## src/rtl/dmatc_pkg.sv

```systemverilog
// Package: shared types for the DMA terminal-count controller.
// Assumes a single control word with the field order below (bit 0 first).
package dmatc_pkg;
    localparam int CTRL_W = 4;

    typedef enum logic {
        ADDR_COUNT = 1'b0,
        ADDR_CTRL  = 1'b1
    } reg_addr_e;

    // Packed so that start lands in bit 0 and sync in bit 3.
    typedef struct packed {
        logic sync;
        logic irq_en;
        logic tc_en;
        logic start;
    } ctrl_t;
endpackage

```

## src/rtl/dmatc_ctrl_reg.sv

```systemverilog
// Module: dmatc_ctrl_reg
// Holds the control word. A software write has priority over the automatic
// clear of the start bit requested by the termination logic.
// Assumes auto_clr is a single-cycle request.
module dmatc_ctrl_reg
    import dmatc_pkg::*;
(
    input  logic              clk,
    input  logic              rst_n,
    input  logic              ctrl_we,
    input  logic [CTRL_W-1:0] ctrl_wdata,
    input  logic              auto_clr,
    output ctrl_t             ctrl_q
);
    // Control word update: reset, then write, then automatic disarm.
    always_ff @(posedge clk) begin
        if (!rst_n) begin
            ctrl_q <= '0;
        end else if (ctrl_we) begin
            ctrl_q <= ctrl_t'(ctrl_wdata);
        end else if (auto_clr) begin
            ctrl_q.start <= 1'b0;
        end
    end


    // A control write must land even when an automatic clear is requested.
    ctrl_write_wins_chk: assert property (@(posedge clk) disable iff (!rst_n)
        ctrl_we |=> ctrl_q == ctrl_t'($past(ctrl_wdata)));


    // Without a write or an automatic clear, the control word holds.
    ctrl_hold_chk: assert property (@(posedge clk) disable iff (!rst_n)
        (!ctrl_we && !auto_clr) |=> $stable(ctrl_q));
endmodule

```

## src/rtl/dmatc_counter.sv

```systemverilog
// Module: dmatc_counter
// Transfer count register with load and modulo decrement, plus an early
// "about to reach zero" flag. A load has priority over a decrement.
// Assumes dec_en and load are single-cycle qualifiers from the caller.
module dmatc_counter #(
    parameter int              CNT_W     = 16,
    parameter logic [CNT_W-1:0] RST_COUNT = 16'hC3A5
) (
    input  logic             clk,
    input  logic             rst_n,
    input  logic             load,
    input  logic [CNT_W-1:0] load_val,
    input  logic             dec_en,
    output logic [CNT_W-1:0] cnt_q,
    output logic             at_one
);
    localparam logic [CNT_W-1:0] ONE = CNT_W'(1);

    // Count update: reset pattern, load, or decrement with wrap.
    always_ff @(posedge clk) begin
        if (!rst_n) begin
            cnt_q <= RST_COUNT;
        end else if (load) begin
            cnt_q <= load_val;
        end else if (dec_en) begin
            cnt_q <= cnt_q - ONE;
        end
    end

    // Flags the count value that the next decrement will turn into zero.
    always_comb begin
        at_one = (cnt_q == ONE);
    end


    dec_by_one_chk: assert property (@(posedge clk) disable iff (!rst_n)
        (dec_en && !load) |=> cnt_q == $past(cnt_q) - ONE);


    load_priority_chk: assert property (@(posedge clk) disable iff (!rst_n)
        load |=> cnt_q == $past(load_val));
endmodule

```

## src/rtl/dmatc_term.sv

```systemverilog
// Module: dmatc_term
// Decides whether a transfer strobe is accepted, whether the channel disarms
// at zero, and whether a terminal-count interrupt pulse is raised.
// Assumes xfer_done is a one-cycle pulse per completed transfer.
module dmatc_term
    import dmatc_pkg::*;
(
    input  logic  clk,
    input  logic  rst_n,
    input  ctrl_t ctrl_q,
    input  logic  xfer_done,
    input  logic  cnt_load,
    input  logic  at_one,
    output logic  dec_en,
    output logic  auto_clr,
    output logic  tc_irq
);
    logic hit_zero;

    // Acceptance and termination decisions for the current strobe.
    always_comb begin
        dec_en   = xfer_done && ctrl_q.start && !cnt_load;
        hit_zero = dec_en && at_one;
        auto_clr = hit_zero && (ctrl_q.tc_en || !ctrl_q.sync);
    end

    // Interrupt pulse, registered one cycle after the decrement to zero.
    always_ff @(posedge clk) begin
        if (!rst_n) begin
            tc_irq <= 1'b0;
        end else begin
            tc_irq <= hit_zero && ctrl_q.tc_en && ctrl_q.irq_en;
        end
    end


    irq_needs_both_chk: assert property (@(posedge clk) disable iff (!rst_n)
        tc_irq |-> ($past(ctrl_q.tc_en) && $past(ctrl_q.irq_en)));


    irq_single_cycle_chk: assert property (@(posedge clk) disable iff (!rst_n)
        tc_irq |=> !tc_irq);


    no_accept_disarmed_chk: assert property (@(posedge clk) disable iff (!rst_n)
        !ctrl_q.start |-> !dec_en);
endmodule

```

## src/rtl/dmatc_channel.sv

```systemverilog
// Module: dmatc_channel (top)
// Transfer count and termination control for one DMA channel, with a
// register write/read port and a transfer-done strobe.
// Assumes software loads the count before arming; the reset count is a
// fixed pattern with no meaning.
module dmatc_channel
    import dmatc_pkg::*;
#(
    parameter int               CNT_W     = 16,
    parameter logic [CNT_W-1:0] RST_COUNT = 16'hC3A5
) (
    input  logic             clk,
    input  logic             rst_n,
    input  logic             wr_en,
    input  logic             wr_addr,
    input  logic [CNT_W-1:0] wr_data,
    input  logic             rd_addr,
    output logic [CNT_W-1:0] rd_data,
    input  logic             xfer_done,
    output logic             armed,
    output logic             tc_irq
);
    localparam int PAD_W = CNT_W - CTRL_W;

    logic             cnt_we;
    logic             ctrl_we;
    logic             dec_en;
    logic             auto_clr;
    logic             at_one;
    logic [CNT_W-1:0] cnt_q;
    ctrl_t            ctrl_q;

    // Write decode onto the two registers.
    always_comb begin
        cnt_we  = wr_en && (reg_addr_e'(wr_addr) == ADDR_COUNT);
        ctrl_we = wr_en && (reg_addr_e'(wr_addr) == ADDR_CTRL);
    end

    // Read mux; unused control bits read as zero.
    always_comb begin
        if (reg_addr_e'(rd_addr) == ADDR_CTRL) begin
            rd_data = {{PAD_W{1'b0}}, ctrl_q};
        end else begin
            rd_data = cnt_q;
        end
        armed = ctrl_q.start;
    end

    dmatc_ctrl_reg i_ctrl (
        .clk        (clk),
        .rst_n      (rst_n),
        .ctrl_we    (ctrl_we),
        .ctrl_wdata (wr_data[CTRL_W-1:0]),
        .auto_clr   (auto_clr),
        .ctrl_q     (ctrl_q)
    );

    dmatc_counter #(
        .CNT_W     (CNT_W),
        .RST_COUNT (RST_COUNT)
    ) i_cnt (
        .clk      (clk),
        .rst_n    (rst_n),
        .load     (cnt_we),
        .load_val (wr_data),
        .dec_en   (dec_en),
        .cnt_q    (cnt_q),
        .at_one   (at_one)
    );

    dmatc_term i_term (
        .clk       (clk),
        .rst_n     (rst_n),
        .ctrl_q    (ctrl_q),
        .xfer_done (xfer_done),
        .cnt_load  (cnt_we),
        .at_one    (at_one),
        .dec_en    (dec_en),
        .auto_clr  (auto_clr),
        .tc_irq    (tc_irq)
    );


    tc_disarm_chk: assert property (@(posedge clk) disable iff (!rst_n)
        (armed && xfer_done && !wr_en && ctrl_q.tc_en && cnt_q == CNT_W'(1))
        |=> !armed);


    unsync_disarm_chk: assert property (@(posedge clk) disable iff (!rst_n)
        (armed && xfer_done && !wr_en && !ctrl_q.sync && cnt_q == CNT_W'(1))
        |=> !armed);


    free_run_chk: assert property (@(posedge clk) disable iff (!rst_n)
        (armed && ctrl_q.sync && !ctrl_q.tc_en && !ctrl_we) |=> armed);


    leave_zero_chk: assert property (@(posedge clk) disable iff (!rst_n)
        (armed && xfer_done && !wr_en && cnt_q == '0)
        |=> (armed && cnt_q == '1));


    irq_at_zero_chk: assert property (@(posedge clk) disable iff (!rst_n)
        tc_irq |-> cnt_q == '0);
endmodule

```

## config.mk

```make
export PLATFORM = sky130hd
export DESIGN_NAME = dmatc_channel
export DESIGN_NICKNAME = d
export VERILOG_FILES = /design/src/rtl/dmatc_pkg.sv /design/src/rtl/dmatc_ctrl_reg.sv /design/src/rtl/dmatc_counter.sv /design/src/rtl/dmatc_term.sv /design/src/rtl/dmatc_channel.sv
export SDC_FILE = /design/constraint.sdc
export NUM_CORES = 1
export LEC_CHECK = 0
export BUFFER_PORTS_ARGS = -buffer_cell sky130_fd_sc_hd__buf_2
export CAP_MARGIN = 20
export CORE_MARGIN = 4
export CORE_UTILIZATION = 50
export CTS_CLUSTER_DIAMETER = 200
export DETAILED_ROUTE_END_ITERATION = 6
export PLACE_DENSITY = 0.87
export SLEW_MARGIN = 20
export SYNTH_ARGS = -nofsm -noshare
export SYNTH_HDL_FRONTEND = slang
export SYNTH_SLANG_ARGS = --single-unit
```

## constraint.sdc

```tcl
create_clock -name clk -period 2.4 [get_ports clk]
set_input_delay 0.48 -clock clk [delete_from_list [all_inputs] [get_ports clk]]
set_output_delay 0.48 -clock clk [all_outputs]
set_load 0.01 [all_outputs]
```

==> metrics.cfg <==
[synth]
synth-simple-area-share_pct = 33.5
synth.most_common_cell = dfxtp_1
synthCells = 157
synthMuxAreaShare_pct = 4.18
seq_area_frac_synth_pct = 33.5
synth_edf_count = 0
ys_warn_count = 0
synth_top_family_by_area = simple AND/OR/NAND/NOR gates
ys.flop_type = dfxtp_1
synth_seq_cells = 21
synth_cell_types = 36
synth_common_cells = dfxtp_1, nor2b_1, a21oi_1, nand2_1, o21ai_0
synthAdderAreaFrac_pct = 1.99
synth_xor_area_share_pct = 7.67
syn_nets = 181
synth_area_per_cell_um2 = 8.00
synth_top_area_share_pct = 33.5
async_flop_share_pct = 0
synth_compound_area_share_pct = 15.2
synth_top_area_cell = dfxtp_1
synth_area_um2 = 1260
ys_top_cells_by_area = dfxtp_1, nor2b_1, xor2_1, a21oi_1, o21ai_0

[critical_path]
path_max_fanout = 7
required_ns = 2.59
start_kind = register
crit_arrival_ns = 2.24
crit_type = register to register
critPathLaunch = i_cnt.cnt_q[10]$_SDFFE_PN0P_
rr_startpoint = i_cnt.cnt_q[10]$_SDFFE_PN0P_
endpoint_kind = register

[placed_design]
place_ws_ns = 0.380
place_area_um2 = 1490
portBuffers = 39
dp_cells = 220
gp_congestion = 0.927
dpl.hpwl_mm = 2.41

[drt]
ant_nets = 0
wl_per_cell_um = 14.3
wl_mm = 3.20
remaining_drc_errors = 0
vias_per_cell = 5.80
drt-initial-drc-count = 63
vias = 1299
firstDrtPassIters = 4

[clocking]
cts_hold_buf = 0
root_buffer = clkbuf_4
clkTransAtPathRegs_ns = 0.11
post_cts_buffers = 0
clock-sinks = 21
cts_resized = 0
cts_buffers = 3
htree_levels = 1
ctsLongestPathBuffers = 2
tritoncts = built
clk_latency_ns = 0.30

[sta]
fin_crit_sh_pct = 85.3
period_minus_slack_ns = 2.05
worst_pin_slew_ns = 0.820
finalSetupViolCount = 0
hold_violations = 0
tns_ns = 0
slew_viol_final = 0
worst_slack_ns = 0.352
max-slew-margin-rel_pct = 45.2
fin_skew_ns = 0.00328
fmax_mhz = 488
hold_slack_ns = 0.397
rsz0062_at_grt = no

[die]
dieArea_um2 = 3380
die_w_um = 58.1
core.rowCount = 17
core_um2 = 2300
initial_utilization_pct = 54.7
pin_count = 40
die_h_um = 58.1

[run]
maxCapViolations = 0

[worst_hold_path]
holdCritStartpoint = wr_data[7]
hp-class = input pin to register

[global_routing]
grt_max_degree = 22
grt_antenna_before_repair = 0
grt_pass1_wl_mm = 5.46
grt_overflow = 0
grt_pass1_vias = 1314
grt.total_usage_pct = 20.3

[layout]
n_antenna_cell = 0
fin_nets = 221
drive_gt1_share_pct = 26.5
syn2layout_area_growth_pct = 20.3
utilization_pct = 65.8
final_area_um2 = 1510
final-instance-count-excl-fill = 224
n_fill_cell = 208

[run_status]
status = completed

[pwr]
p_total_mw = 0.711
p_leak_nw = 0.606
irDropWorstVdd_mv = 0.351
p_per_area_nw_per_um2 = 471

==> kinds of logic after synthesis <==
logic type | count (synthesis)
mux | 5
flops | 21
xor+xnor | 11
fa+ha+maj | 2
simple gates | 72
compound gates | 33
buf+inv | 13
==> worst paths after layout <==
kind	endpoint	cells after the start	slack, ns
worst min-delay path	i_cnt.cnt_q[7]$_SDFFE_PN1P_	3	0.40
worst max register to register	i_ctrl.ctrl_q[0]$_SDFFE_PN0P_	4	0.35
worst max-delay path	i_ctrl.ctrl_q[0]$_SDFFE_PN0P_	4	0.35
worst min register to register	i_ctrl.ctrl_q[3]$_SDFFE_PN0P_	2	0.48
==> where the power goes <==
group / internal [mW] / total [mW] / switching (mW) / leakage, nW
Sequential: 0.369 / 0.397 / 0.0280 / 0.173
Clock: 0.0648 / 0.168 / 0.103 / 0.0150
Combinational: 0.0694 / 0.147 / 0.0771 / 0.418
==> layout make-up <==
cell class / count / area [µm²] / area share, %
tap: 28 / 35.0 / 2.32
timing repair buffer: 43 / 225 / 14.9
inverter: 5 / 18.8 / 1.24
multi-input combinational: 123 / 786 / 52.0
clock buffer: 4 / 26.3 / 1.74
sequential: 21 / 420 / 27.8
==> layout by cell type (no fill, tap or decap), types with 7 or more instances in the layout <==
master   Yosys  routed
buf_2        1      39
dfxtp_1     21      21
nor2b_1     14      14
a21oi_1     12      12
nand2_1     11      11
o21ai_0     11      11
nand3_1     10      10
nor2_1      10      10
xor2_1       7       7
==> per-layer routing <==
| metal | track usage (%) | vias to the layer above | share of wire, % | wire (µm) |
|---|---|---|---|---|
| li1 | - | 644 | - | - |
| met5 | 0 | - | 0 | 0 |
| met3 | 2.90 | 2 | 7.4 | 237 |
| met4 | 7.62 | 0 | 0.56 | 18 |
| met1 | 24.8 | 596 | 43 | 1380 |
| met2 | 35.8 | 57 | 49 | 1560 |
==> flip-flops by register name, summed over array words and instances (netlist names) <==
name / flops
i_cnt.cnt_q: 16
i_ctrl.ctrl_q: 4
i_term.tc_irq: 1
==> critical path: stages (launching register included) <==
cell	delay, ns
dfxtp_1	0.38
or4_4	0.58
or4_4	0.53
o311ai_1	0.32
a21oi_1	0.12
Power figures use the tool's default switching activity.
